**src/rtl/wdt_pkg.sv**
```systemverilog
package wdt_pkg;
    typedef enum logic [2:0] {
        WS_IDLE,
        WS_ARMED,
        WS_WARNED,
        WS_BITE,
        WS_HALT
    } wdt_state_e;

    localparam logic [7:0] A_CTRL  = 8'h00;
    localparam logic [7:0] A_RANGE = 8'h04;
    localparam logic [7:0] A_COUNT = 8'h08;
    localparam logic [7:0] A_KICK  = 8'h0C;
    localparam logic [7:0] A_STAT  = 8'h10;
    localparam logic [7:0] A_ICLR  = 8'h14;
    localparam logic [7:0] A_PARAM = 8'hF4;

    localparam logic [31:0] KICK_CODE = 32'h0000_0076;
    localparam logic [31:0] PARAM_VAL = 32'h0000_0040;

    localparam int NUM_PERIODS = 16;
    localparam int IDX_W       = 4;
endpackage

```
**src/rtl/wdt_period.sv**
```systemverilog
module wdt_period
    import wdt_pkg::*;
#(
    parameter int PERIOD_BASE = 16,
    parameter int CNT_W       = PERIOD_BASE + 16
) (
    input  logic [IDX_W-1:0] idx,
    output logic [CNT_W-1:0] period
);
    logic [CNT_W-1:0] table_w [NUM_PERIODS];

    for (genvar g = 0; g < NUM_PERIODS; g++) begin : g_tbl
        assign table_w[g] = CNT_W'(1) << (PERIOD_BASE + g);
    end

    assign period = table_w[idx];
endmodule

```
**src/rtl/wdt_regs.sv**
```systemverilog
module wdt_regs
    import wdt_pkg::*;
#(
    parameter int DATA_W = 32,
    parameter int CNT_W  = 32
) (
    input  logic              clk,
    input  logic              rst_n,
    input  logic [7:0]        bus_addr,
    input  logic              bus_wr,
    input  logic              bus_rd,
    input  logic [DATA_W-1:0] bus_wdata,
    output logic [DATA_W-1:0] bus_rdata,
    input  logic              enabled,
    input  logic              irq,
    input  logic [CNT_W-1:0]  cnt,
    output logic              mode,
    output logic [IDX_W-1:0]  act_idx,
    output logic [IDX_W-1:0]  init_idx,
    output logic              en_set,
    output logic              kick,
    output logic              irq_clr
);
    logic       mode_q;
    logic [7:0] range_q;

    always_ff @(posedge clk or negedge rst_n) begin
        if (!rst_n) begin
            mode_q  <= 1'b0;
            range_q <= '0;
        end else if (bus_wr) begin
            if (bus_addr == A_CTRL)  mode_q  <= bus_wdata[1];
            if (bus_addr == A_RANGE) range_q <= bus_wdata[7:0];
        end
    end

    assign mode     = mode_q;
    assign act_idx  = range_q[3:0];
    assign init_idx = range_q[7:4];
    assign en_set   = bus_wr && (bus_addr == A_CTRL) && bus_wdata[0];
    assign kick     = bus_wr && (bus_addr == A_KICK) && (bus_wdata == DATA_W'(KICK_CODE));
    assign irq_clr  = bus_rd && (bus_addr == A_ICLR);

    always_comb begin
        bus_rdata = '0;
        unique case (bus_addr)
            A_CTRL:  bus_rdata = DATA_W'({mode_q, enabled});
            A_RANGE: bus_rdata = DATA_W'(range_q);
            A_COUNT: bus_rdata = DATA_W'(cnt);
            A_STAT:  bus_rdata = DATA_W'(irq);
            A_ICLR:  bus_rdata = DATA_W'(irq);
            A_PARAM: bus_rdata = DATA_W'(PARAM_VAL);
            default: bus_rdata = '0;
        endcase
    end
endmodule

```
**src/rtl/wdt_fsm.sv**
```systemverilog
module wdt_fsm
    import wdt_pkg::*;
#(
    parameter int CNT_W     = 32,
    parameter int RST_PULSE = 8
) (
    input  logic             clk,
    input  logic             rst_n,
    input  logic             en_set,
    input  logic             kick,
    input  logic             irq_clr,
    input  logic             mode,
    input  logic [CNT_W-1:0] init_period,
    input  logic [CNT_W-1:0] act_period,
    output logic [CNT_W-1:0] cnt,
    output logic             irq,
    output logic             sys_rst,
    output logic             enabled,
    output logic             run
);
    localparam int PC_W = $clog2(RST_PULSE + 1);

    wdt_state_e       state_q, state_d;
    logic [CNT_W-1:0] cnt_q;
    logic [PC_W-1:0]  pc_q;
    logic             irq_q;
    logic             expire;

    assign run    = (state_q == WS_ARMED) || (state_q == WS_WARNED);
    assign expire = run && (cnt_q == CNT_W'(1));

    // next-state decision
    always_comb begin
        state_d = state_q;
        unique case (state_q)
            WS_IDLE:   if (en_set) state_d = WS_ARMED;
            WS_ARMED: begin
                if (kick)        state_d = WS_ARMED;
                else if (expire) state_d = mode ? WS_WARNED : WS_BITE;
            end
            WS_WARNED: begin
                if (kick)        state_d = WS_ARMED;
                else if (expire) state_d = WS_BITE;
            end
            WS_BITE:   if (pc_q == PC_W'(RST_PULSE - 1)) state_d = WS_HALT;
            WS_HALT:   state_d = WS_HALT;
            default:   state_d = WS_IDLE;
        endcase
    end

    // state register
    always_ff @(posedge clk or negedge rst_n) begin
        if (!rst_n) state_q <= WS_IDLE;
        else        state_q <= state_d;
    end

    // counter, pulse timer and interrupt flag
    always_ff @(posedge clk or negedge rst_n) begin
        if (!rst_n) begin
            cnt_q <= '0;
            pc_q  <= '0;
            irq_q <= 1'b0;
        end else begin
            if (state_q == WS_IDLE) begin
                if (en_set) cnt_q <= init_period;
            end else if (run) begin
                if (kick)        cnt_q <= act_period;
                else if (expire) cnt_q <= (state_q == WS_ARMED && mode) ? act_period : '0;
                else             cnt_q <= cnt_q - CNT_W'(1);
            end else if (state_q == WS_BITE) begin
                pc_q <= pc_q + PC_W'(1);
            end

            if (run && kick)                                irq_q <= 1'b0;
            else if (state_q == WS_ARMED && expire && mode) irq_q <= 1'b1;
            else if (irq_clr)                               irq_q <= 1'b0;
        end
    end

    // Moore outputs
    always_comb begin
        cnt     = cnt_q;
        irq     = irq_q;
        sys_rst = (state_q == WS_BITE);
        enabled = (state_q != WS_IDLE);
    end
endmodule

```
**src/rtl/watchdog_timer.sv**
```systemverilog
module watchdog_timer
    import wdt_pkg::*;
#(
    parameter int PERIOD_BASE = 16,
    parameter int RST_PULSE   = 8,
    parameter int DATA_W      = 32
) (
    input  logic              clk,
    input  logic              rst_n,
    input  logic [7:0]        bus_addr,
    input  logic              bus_wr,
    input  logic              bus_rd,
    input  logic [DATA_W-1:0] bus_wdata,
    output logic [DATA_W-1:0] bus_rdata,
    output logic              irq_o,
    output logic              sys_rst_o
);
    localparam int CNT_W = PERIOD_BASE + NUM_PERIODS;

    logic             mode, en_set, kick, irq_clr;
    logic [IDX_W-1:0] act_idx, init_idx;
    logic [CNT_W-1:0] act_period, init_period, cnt;
    logic             irq, sys_rst, enabled, run;

    wdt_regs #(.DATA_W(DATA_W), .CNT_W(CNT_W)) u_regs (
        .clk(clk), .rst_n(rst_n), .bus_addr(bus_addr), .bus_wr(bus_wr),
        .bus_rd(bus_rd), .bus_wdata(bus_wdata), .bus_rdata(bus_rdata),
        .enabled(enabled), .irq(irq), .cnt(cnt), .mode(mode),
        .act_idx(act_idx), .init_idx(init_idx), .en_set(en_set),
        .kick(kick), .irq_clr(irq_clr)
    );

    wdt_period #(.PERIOD_BASE(PERIOD_BASE), .CNT_W(CNT_W)) u_act_per (
        .idx(act_idx), .period(act_period)
    );

    wdt_period #(.PERIOD_BASE(PERIOD_BASE), .CNT_W(CNT_W)) u_init_per (
        .idx(init_idx), .period(init_period)
    );

    wdt_fsm #(.CNT_W(CNT_W), .RST_PULSE(RST_PULSE)) u_fsm (
        .clk(clk), .rst_n(rst_n), .en_set(en_set), .kick(kick),
        .irq_clr(irq_clr), .mode(mode), .init_period(init_period),
        .act_period(act_period), .cnt(cnt), .irq(irq), .sys_rst(sys_rst),
        .enabled(enabled), .run(run)
    );

    assign irq_o     = irq;
    assign sys_rst_o = sys_rst;
endmodule

```
**config.mk**
```make
export PLATFORM = sky130hd
export DESIGN_NAME = watchdog_timer
export DESIGN_NICKNAME = d
export VERILOG_FILES = /design/src/rtl/wdt_pkg.sv /design/src/rtl/wdt_period.sv /design/src/rtl/wdt_regs.sv /design/src/rtl/wdt_fsm.sv /design/src/rtl/watchdog_timer.sv
export SDC_FILE = /design/constraint.sdc
export NUM_CORES = 1
export LEC_CHECK = 0
export BUFFER_PORTS_ARGS = -buffer_cell sky130_fd_sc_hd__buf_4
export CORE_ASPECT_RATIO = 1.5
export CORE_MARGIN = 4
export CORE_UTILIZATION = 50
export CTS_CLUSTER_SIZE = 16
export DETAILED_ROUTE_END_ITERATION = 12
export GPL_ROUTABILITY_DRIVEN = 0
export PLACE_DENSITY = 0.74
export SLEW_MARGIN = 0
export SYNTH_ARGS = -nofsm -noshare
export SYNTH_HDL_FRONTEND = slang
export SYNTH_SLANG_ARGS = --single-unit
```
**constraint.sdc**
```tcl
create_clock -name clk -period 2.65 [get_ports clk]
set_input_delay 0.3975 -clock clk [delete_from_list [all_inputs] [get_ports clk]]
set_output_delay 0.3975 -clock clk [all_outputs]
set_load 0.01 [all_outputs]
```
==> results of run 1 <==
==> layout make-up <==
| cell class | count | area (um2) | share of cell area, % |
|---|---|---|---|
| repair buffers | 110 | 838 | 18.6 |
| multi-input cells | 339 | 2210 | 49.2 |
| clock inverters | 1 | 7.51 | 0.167 |
| flip-flops and latches | 49 | 1230 | 27.2 |
| inverters | 10 | 37.5 | 0.833 |
| well taps | 78 | 97.6 | 2.17 |
| clock buffers | 6 | 82.6 | 1.83 |
==> metal layers <==
metal  part of all wire, %  global-route usage [%]  vias up
met2                    50                    47.3      237
met1                    37                    31.0     1777
met3                   8.4                    5.58       38
met4                   4.5                    14.9        0
met5                     0                       0        -
li1                      -                       -     1788
==> final timing paths <==
| check | end | slack (ps) | depth (start not counted) |
|---|---|---|---|
| worst max-delay path | u_fsm.cnt[26] | 50 | 6 |
| worst min-delay path | u_fsm.cnt[10] | 100 | 1 |
| worst max register to register | u_fsm.cnt[26] | 50 | 6 |
| worst min register to register | u_fsm.pc_q[3] | 480 | 1 |
| max in group asynchronous | u_fsm.cnt[20] | 2130 | 1 |
| min in group clk | u_regs.range_q[5] | 320 | 2 |
==> metrics by stage <==
stage	power, mW	cells	worst slack, ps	TNS, ps
detailed placement	0.902	586	-7.23	-7.23
global route	1.41	593	-26.9	-45.7
floorplan	0.813	424	162	0
global placement	0.900	586	63.4	0
CTS	1.36	593	54.3	0
finish	1.35	593	45.1	0
==> worst max-delay path, cell delays in order (launching register included) <==
cell       delay (ps)
dfrtp_1           380
or4_4             570
nand4bb_4         240
or4_1             540
and3_2            360
o221ai_1          250
o2111ai_2         140
==> kinds of logic (layout without fill, tap and decap cells) <==
| logic type | after synthesis | after routing | synth area share (%) |
|---|---|---|---|
| and+or+nand+nor | 214 | 214 | 35.5 |
| AOI/OAI and AO/OA | 99 | 99 | 18.6 |
| DFF | 49 | 49 | 34.4 |
| buffers and inverters | 36 | 127 | 3.90 |
| muxes | 14 | 14 | 4.32 |
| xor gates and xnor gates | 9 | 9 | 2.21 |
| adders and majority gates | 3 | 3 | 1.05 |
==> registers in the layout, indices dropped and copies added, names as in the netlist <==
signal	flops
u_fsm.cnt	32
u_fsm.irq	1
u_fsm.pc_q	4
u_fsm.state_q	3
u_regs.mode	1
u_regs.range_q	8
==> timing repair <==
action                                  4_1_cts  5_1_grt
resized for setup                             1        1
endpoints found under the setup margin        1        2
pin swaps                                     0        1
endpoints found under the hold margin         0        0
==> cell usage in the layout (no fill, tap or decap), types with 6 or more instances in the layout <==
cell,instances
and2_1,26
nand3_1,18
nor2_1,29
clkbuf_8,6
o211ai_1,8
nand2b_1,9
nand4_1,9
inv_1,10
a31oi_1,11
nor4_1,17
o21ai_0,22
buf_4,109
a22o_1,9
nand2_1,30
mux2_2,11
or4_1,9
dfrtp_1,49
or3_1,7
a21oi_1,18
nor3_1,23
==> power breakdown <==
part	internal [mW]	total, mW	switching, mW	leakage [nW]
sequential	0.755	0.772	0.0171	0.533
combinational	0.0627	0.115	0.0524	1.32
clock	0.207	0.465	0.259	0.0433
==> flow_metrics.env, run 1 <==
export IMPL_holdWs_ps=101
export IMPL_netlist_area_um2=3560
export IMPL_syn_num_nets=471
export IMPL_cts_buffers=5
export IMPL_synth_edff_count=0
export IMPL_vias=3840
export IMPL_irDropWorstVdd_uv=286
export IMPL_start_util_pct=51.6
export IMPL_slew_limit_headroom_pct=55.0
export IMPL_hold_buffers=0
export IMPL_cts_htree_levels=2
export IMPL_dieArea_um2=8570
export IMPL_grt_usage_pct=27.3
export IMPL_drtIter0Drc=356
export IMPL_n_antenna_cell=0
export IMPL_core_area_um2=6900
export IMPL_fmax_ghz=0.384
export IMPL_die_height_um=111
export IMPL_rows=37
export IMPL_yosys_register_bits=49
export IMPL_grt_max_degree=50
export IMPL_cts_root_buf="clkbuf_8"
export IMPL_power_density_nw_per_um2=300
export IMPL_antenna_found_initial=0
export IMPL_min_period_over_period_pct=98.3
export IMPL_netlist_top_cells_count="dfrtp_1 (49), nand2_1 (30), nor2_1 (29), and2_1 (26), nor3_1 (24)"
export IMPL_min_period_ps=2600
export IMPL_cts_setup_buffers=0
export IMPL_cp_startpoint="u_fsm.cnt[25]"
export IMPL_clk_insertion_delay_late_ps=310
export IMPL_ys_types=62
export IMPL_synth_largest_area_cell="dfrtp_1"
export IMPL_place_area_um2=4410
export IMPL_ant_nets=0
export IMPL_hpwl_mm=8.84
export IMPL_maxCapViolations=0
export IMPL_synthArstFlopShare_pct=100
export IMPL_cts_max_path_buffers=2
export IMPL_hp_class="in -> async"
export IMPL_fin_area_um2=4500
export IMPL_cts_sinks=49
export IMPL_leakagePower_nw=1.89
export IMPL_skew_ps=6.20
export IMPL_cp_data_arrival_time_ps=2790
export IMPL_grt_pass1_wl_mm=18.9
export IMPL_setup_viol=0
export IMPL_end_kind="flip-flop"
export IMPL_synth_area_per_cell_um2=8.40
export IMPL_vias_per_cell=6.48
export IMPL_grt_pass1_vias=3903
export IMPL_startpoint_type="flip-flop"
export IMPL_worstMarginPinSlew_ps=670
export IMPL_critical_path_class="reg -> reg"
export IMPL_r2r_start="u_fsm.cnt[25]"
export IMPL_drv_slew=0
export IMPL_synth_area_top_cells="dfrtp_1 (34%), and2_1 (4.6%), mux2_2 (3.5%)"
export IMPL_cp_required_ps=2840
export IMPL_ios=78
export IMPL_grt_setup_unrepaired="yes"
export IMPL_die_w_um=76.9
export IMPL_path_clk_slew_ps=90
export IMPL_fillers=608
export IMPL_port_buffers=77
export IMPL_synth_most_common_cell="dfrtp_1"
export IMPL_synth_cells=424
export IMPL_drive_above_1_share_pct=27.8
export IMPL_areaGrowthSynthToFinish_pct=26.4
export IMPL_synth_top_area_share_pct=34.4
export IMPL_drcViolationCount=0
export IMPL_gr_total_overflow=0
export IMPL_drt_pass1_iter_count=5
export IMPL_wl_per_cell_um=19.1
export IMPL_cp_max_fo=14
export IMPL_wirelength_mm=11.3
export IMPL_cts_tree="done"
export IMPL_utilization_pct=65.3
export IMPL_synth_warnings=0
export IMPL_synth_main_ff_cell="dfrtp_1"
export IMPL_hold_viol_final=0
export IMPL_status="finished, final reports clean"
export IMPL_nNetsFinal=562
export IMPL_ys_seq_area_share_pct=34.4
Power figures use the tool's default switching activity.
==> run 2: changes to the inputs <==
--- a/config.mk
+++ b/config.mk
@@ -5,14 +5,14 @@
 export SDC_FILE = /design/constraint.sdc
 export NUM_CORES = 1
 export LEC_CHECK = 0
-export BUFFER_PORTS_ARGS = -buffer_cell sky130_fd_sc_hd__buf_4
 export CORE_ASPECT_RATIO = 1.5
 export CORE_MARGIN = 4
-export CORE_UTILIZATION = 50
+export CORE_UTILIZATION = 58
 export CTS_CLUSTER_SIZE = 16
 export DETAILED_ROUTE_END_ITERATION = 12
+export DONT_BUFFER_PORTS = 1
 export GPL_ROUTABILITY_DRIVEN = 0
-export PLACE_DENSITY = 0.74
+export PLACE_DENSITY = 0.73
 export SLEW_MARGIN = 0
 export SYNTH_ARGS = -nofsm -noshare
 export SYNTH_HDL_FRONTEND = slang
==> run 2 against run 1 <==
Against the previous run: via count is 5.8% lower; highest routed layer unchanged; fmax is 0.40% higher; register-to-register slack hardly changed.
==> flow_metrics.env, run 2 (same netlist as run 1, synthesis figures left out) <==
export IMPL_status="finished, final reports clean"
export IMPL_slew_limit_headroom_pct=51.3
export IMPL_fmax_ghz=0.385
export IMPL_largest_reg_flops=32
export IMPL_cts_sinks=49
export IMPL_cts_setup_buffers=0
export IMPL_critical_path_class="reg -> reg"
export IMPL_antenna_found_initial=0
export IMPL_core_area_um2=5870
export IMPL_port_buffers=0
export IMPL_layout_setup_ws_ps=55.5
export IMPL_min_period_over_period_pct=97.9
export IMPL_ant_nets=0
export IMPL_multi_input_area_um2=2210
export IMPL_die_height_um=104
export IMPL_grt_max_degree=50
export IMPL_worstMarginPinSlew_ps=726
export IMPL_gr_total_overflow=0
export IMPL_drcViolationCount=0
export IMPL_layout_cells_non_filler=506
export IMPL_crit_chain="or4_4 -> nand4bb_4 -> or4_4 -> and2_4 -> or3b_1 -> o2111ai_1"
export IMPL_cts_buffers=5
export IMPL_setup_viol=0
export IMPL_grt_pass1_wl_mm=17.5
export IMPL_post_place_ws_ps=16.6
export IMPL_cp_common_cell="or4_4"
export IMPL_cts_htree_levels=2
export IMPL_cp_required_ps=2870
export IMPL_vias=3618
export IMPL_cts_max_path_buffers=2
export IMPL_layout_common_cells="dfrtp_1 (49), nand2_1 (30), nor2_1 (29), and2_1 (26), buf_4 (25)"
export IMPL_cp_top_family="simple AND/OR/NAND/NOR gates"
export IMPL_end_kind="flip-flop"
export IMPL_cp_max_fo=4
export IMPL_place_area_um2=3790
export IMPL_nNetsFinal=481
export IMPL_drive_above_1_share_pct=13.6
export IMPL_startpoint_type="flip-flop"
export IMPL_hold_viol_final=0
export IMPL_die_w_um=72.0
export IMPL_slowest_delay_ps=560
export IMPL_dieArea_um2=7490
export IMPL_clk_insertion_delay_late_ps=310
export IMPL_cp_num_buf_inv=0
export IMPL_regArea_um2=1230
export IMPL_vias_per_cell=7.15
export IMPL_grt_usage_pct=29.4
export IMPL_wl_per_cell_um=21.6
export IMPL_skew_ps=9.40
export IMPL_grt_setup_unrepaired="yes"
export IMPL_drtIter0Drc=473
export IMPL_grt_pass1_vias=3488
export IMPL_path_clk_slew_ps=90
export IMPL_hp_class="in -> reg"
export IMPL_cp_data_arrival_time_ps=2810
export IMPL_fin_area_um2=3920
export IMPL_drv_slew=0
export IMPL_areaGrowthSynthToFinish_pct=9.98
export IMPL_cts_tree="done"
export IMPL_rows=34
export IMPL_power_density_nw_per_um2=330
export IMPL_holdWs_ps=238
export IMPL_drt_pass1_iter_count=8
export IMPL_hpwl_mm=8.00
export IMPL_irDropWorstVdd_uv=349
export IMPL_ios=78
export IMPL_fillers=481
export IMPL_n_antenna_cell=0
export IMPL_maxCapViolations=0
export IMPL_leakagePower_nw=1.50
export IMPL_cpMaxStageDelayCell="or4_4"
export IMPL_layout_commonest_cell="dfrtp_1"
export IMPL_dp_cells=497
export IMPL_cts_root_buf="clkbuf_8"
export IMPL_start_util_pct=60.7
export IMPL_wirelength_mm=10.9
export IMPL_min_period_ps=2590
run 2: changes by cell type in the layout (fill, tap and decap cells not counted), sizes merged:
cell | before | now
buf | 110 | 28
clkbuf | 6 | 7
clkinvlp | 1 | 0
dlygate4sd3 | 0 | 1
run 2: path summary, 6_finish.rpt:
check / start / endpoint / slack, ps / depth (start not counted)
setup / recovery: u_fsm.cnt[25] / u_fsm.cnt[26] / 60 / 6
hold / removal: bus_wdata[0] / u_regs.range_q[0] / 240 / 1
setup reg to reg: u_fsm.cnt[25] / u_fsm.cnt[26] / 60 / 6
hold reg to reg: u_fsm.pc_q[3] / u_fsm.pc_q[3] / 470 / 1
max in group asynchronous: rst_n / u_regs.range_q[2] / 1820 / 2
min in group asynchronous: rst_n / u_fsm.cnt[30] / 620 / 2
run 2: timing repair:
item | CTS | global route
resized for setup | 1 | 1
hold buffers | 2 | 0
pin swaps | 0 | 1
setup endpoints to repair | 2 | 3
endpoints found under the hold margin | 49 | 0
run 2: report_power, final:
| group | total, mW | internal, mW | switching, mW |
|---|---|---|---|
| clock | 0.459 | 0.208 | 0.251 |
| sequential | 0.774 | 0.755 | 0.0190 |
| combinational | 0.0587 | 0.0243 | 0.0345 |
run 2: through the flow:
step	utilization, %	power [mW]	setup TNS (ps)
floorplan	-	0.813	0
global placement	64.5	0.824	0
detailed placement	64.5	0.825	0
CTS	66.7	1.30	0
global route	66.7	1.33	-4.28
finish	66.7	1.29	0
run 2: final cells by class:
| class | instances | share of cell area (%) |
|---|---|---|
| sequential | 49 | 31.3 |
| tap | 72 | 2.30 |
| clock buffer | 7 | 2.20 |
| multi-input combinational | 339 | 56.5 |
| timing repair buffer | 29 | 6.77 |
| inverter | 10 | 0.958 |
run 2: layer usage:
metal	wire length, um	track usage (%)	vias up	part of all wire, %
met5	0	0	-	0
met4	454	14.8	0	4.2
met3	1140	6.09	55	10
met2	5220	47.6	251	48
met1	4100	36.3	1685	38
li1	-	-	1627	-
==> run 3: changes to the inputs <==
--- a/config.mk
+++ b/config.mk
@@ -5,6 +5,7 @@
 export SDC_FILE = /design/constraint.sdc
 export NUM_CORES = 1
 export LEC_CHECK = 0
+export ABC_CLOCK_PERIOD_IN_PS = 2650
 export CORE_ASPECT_RATIO = 1.5
 export CORE_MARGIN = 4
 export CORE_UTILIZATION = 58
@@ -12,6 +13,7 @@
 export DETAILED_ROUTE_END_ITERATION = 12
 export DONT_BUFFER_PORTS = 1
 export GPL_ROUTABILITY_DRIVEN = 0
+export MAX_ROUTING_LAYER = met4
 export PLACE_DENSITY = 0.73
 export SLEW_MARGIN = 0
 export SYNTH_ARGS = -nofsm -noshare
==> constraint.sdc (replaced) <==
create_clock -name clk -period 2.65 [get_ports clk]
set_input_delay 0.795 -clock clk [delete_from_list [all_inputs] [get_ports clk]]
set_output_delay 0.795 -clock clk [all_outputs]
set_load 0.01 [all_outputs]
==> run 3 against run 2 <==
Against the previous run: the flow now finishes with violations (negative setup slack); first-iteration DRC count down 20%; clock power down 4.4%; critical path type is now in -> out; via count up 3.9%; routed wire length up 2.5%; sequential power about the same.
==> flow_metrics.env, run 3 (same netlist as run 1, synthesis figures left out) <==
export IMPL_place_area_um2=3980
export IMPL_layout_cells_non_filler=535
export IMPL_nNetsFinal=509
export IMPL_cp_required_ps=1860
export IMPL_cts_sinks=49
export IMPL_cts_tree="done"
export IMPL_drv_slew=0
export IMPL_leakagePower_nw=1.71
export IMPL_critical_path_class="in -> out"
export IMPL_slew_limit_headroom_pct=57.3
export IMPL_use_met2_pct=48.2
export IMPL_hp_class="in -> async"
export IMPL_areaGrowthSynthToFinish_pct=20.0
export IMPL_core_area_um2=5870
export IMPL_die_w_um=72.0
export IMPL_status="finished, violations left"
export IMPL_layout_commonest_cell="buf_4"
export IMPL_drcViolationCount=0
export IMPL_cpMaxStageDelayCell="nor4_4"
export IMPL_hold_buffers=0
export IMPL_drtIter0Drc=380
export IMPL_cts_root_buf="clkbuf_8"
export IMPL_cts_max_path_buffers=2
export IMPL_cts_buffers=5
export IMPL_end_kind="primary output"
export IMPL_min_period_ps=2690
export IMPL_start_util_pct=60.7
export IMPL_regArea_um2=1230
export IMPL_layout_common_cells="buf_4 (50), dfrtp_1 (49), nand2_1 (29), nor2_1 (28), and2_4 (25)"
export IMPL_use_met1_pct=36.3
export IMPL_intPower_mw=0.962
export IMPL_startpoint_type="primary input"
export IMPL_fillers=470
export IMPL_wirelength_mm=11.2
export IMPL_vias=3759
export IMPL_cp_max_fo=15
export IMPL_vias_per_cell=7.03
export IMPL_worstMarginPinSlew_ps=639
export IMPL_cp_num_buf_inv=2
export IMPL_grt_pass1_vias=3575
export IMPL_use_met3_pct=5.22
export IMPL_p_comb_share_pct=3.5
export IMPL_ios=78
export IMPL_drive_above_1_share_pct=27.0
export IMPL_drt_pass1_iter_count=5
export IMPL_power_switching_mw=0.295
export IMPL_cts_htree_levels=2
export IMPL_cp_depth=6
export IMPL_slowest_delay_ps=290
export IMPL_seq_power_share_pct=61.5
export IMPL_ant_nets=0
export IMPL_cp_data_arrival_time_ps=1890
export IMPL_violations="negative setup slack"
export IMPL_cp_top_family="simple AND/OR/NAND/NOR gates"
export IMPL_hold_viol_final=0
export IMPL_antenna_found_initial=0
export IMPL_skew_ps=9.24
export IMPL_holdWs_ps=166
export IMPL_grt_usage_pct=30.4
export IMPL_dp_cells=521
export IMPL_p_sw_share_pct=23.4
export IMPL_port_buffers=0
export IMPL_wl_per_cell_um=20.9
export IMPL_ff2ff_path_depth=6
export IMPL_fmax_ghz=0.372
export IMPL_min_period_over_period_pct=101
export IMPL_path_clk_slew_ps=90
export IMPL_gr_total_overflow=0
export IMPL_fin_area_um2=4270
export IMPL_irDropWorstVdd_uv=196
export IMPL_maxCapViolations=0
export IMPL_post_place_ws_ps=-66.1
export IMPL_layout_setup_ws_ps=-37.1
export IMPL_setup_viol=29
export IMPL_multi_input_area_um2=2350
export IMPL_grt_busiest_layer="met2"
export IMPL_n_antenna_cell=0
export IMPL_clockPowerShare_pct=35.0
export IMPL_grt_pass1_wl_mm=17.6
export IMPL_hpwl_mm=8.24
export IMPL_crit_chain="nor4_4 -> nand2_2 -> nor3b_4 -> buf_6 -> buf_12 -> and2_4"
export IMPL_grt_setup_unrepaired="yes"
export IMPL_dieArea_um2=7490
export IMPL_power_density_nw_per_um2=294
export IMPL_clk_insertion_delay_late_ps=310
export IMPL_largest_reg_flops=32
export IMPL_grt_max_degree=50
export IMPL_die_height_um=104
export IMPL_rows=34
==> run 3: changes by cell type in the layout (fill, tap and decap cells not counted), sizes merged <==
cell | before | now
buf | 28 | 56
clkinv | 0 | 2
dlygate4sd3 | 1 | 0
==> run 3: worst paths after layout <==
check / end / from / slack (ps)
worst max-delay path: bus_rdata[23] / bus_addr[6] / -40
worst min-delay path: u_fsm.cnt[10] / rst_n / 170
worst max register to register: u_fsm.cnt[31] / u_fsm.cnt[25] / 70
worst min register to register: u_fsm.pc_q[3] / u_fsm.pc_q[3] / 480
max in group asynchronous: u_fsm.cnt[23] / rst_n / 2370
min in group clk: u_fsm.pc_q[3] / u_fsm.pc_q[3] / 480
==> run 3: cell type report <==
class | count | share of cell area [%]
multi-input cells | 339 | 54.9
clock inverters | 2 | 0.234
inverters | 10 | 0.878
clock buffers | 6 | 1.70
well taps | 72 | 2.11
flip-flops and latches | 49 | 28.7
repair buffers | 57 | 11.4
==> run 3: routing by layer <==
layer / vias to the layer above / share of wire, %
met3: 41 / 9.1
met2: 257 / 49
met1: 1786 / 38
met4: 0 / 4.1
li1: 1675 / -
met5: - / 0
==> run 3: stage by stage <==
step	utilization, %	TNS, ps	total power, mW
after floorplan	-	-147	0.815
after global placement	67.9	-408	0.826
after detailed placement	67.9	-1370	0.826
after CTS	69.7	-110	1.26
after global routing	72.8	-2940	1.30
final	72.8	-810	1.26
==> run 3: repair_timing <==
action	CTS	global route
endpoints found under the setup margin	30	43
pin swaps	0	11
resized for setup	3	38
setup buffers	1	3
gates cloned	0	2
==> run 3: worst reg2reg max path, cell delays in order, from the launching register on <==
cell	delay, ps
dfrtp_1	400
or4_4	560
nand4bb_4	230
or4_1	560
and3_2	360
a31oi_1	210
o221ai_1	130
==> run 3: power groups by stage <==
stage | Sequential (mW) | Combinational [mW] | Clock (mW)
finish | 0.774 | 0.0441 | 0.439
global route | 0.775 | 0.0479 | 0.479
CTS | 0.772 | 0.0407 | 0.446
detailed placement | 0.787 | 0.0397 | 0
global placement | 0.787 | 0.0386 | 0
floorplan | 0.776 | 0.0394 | 0
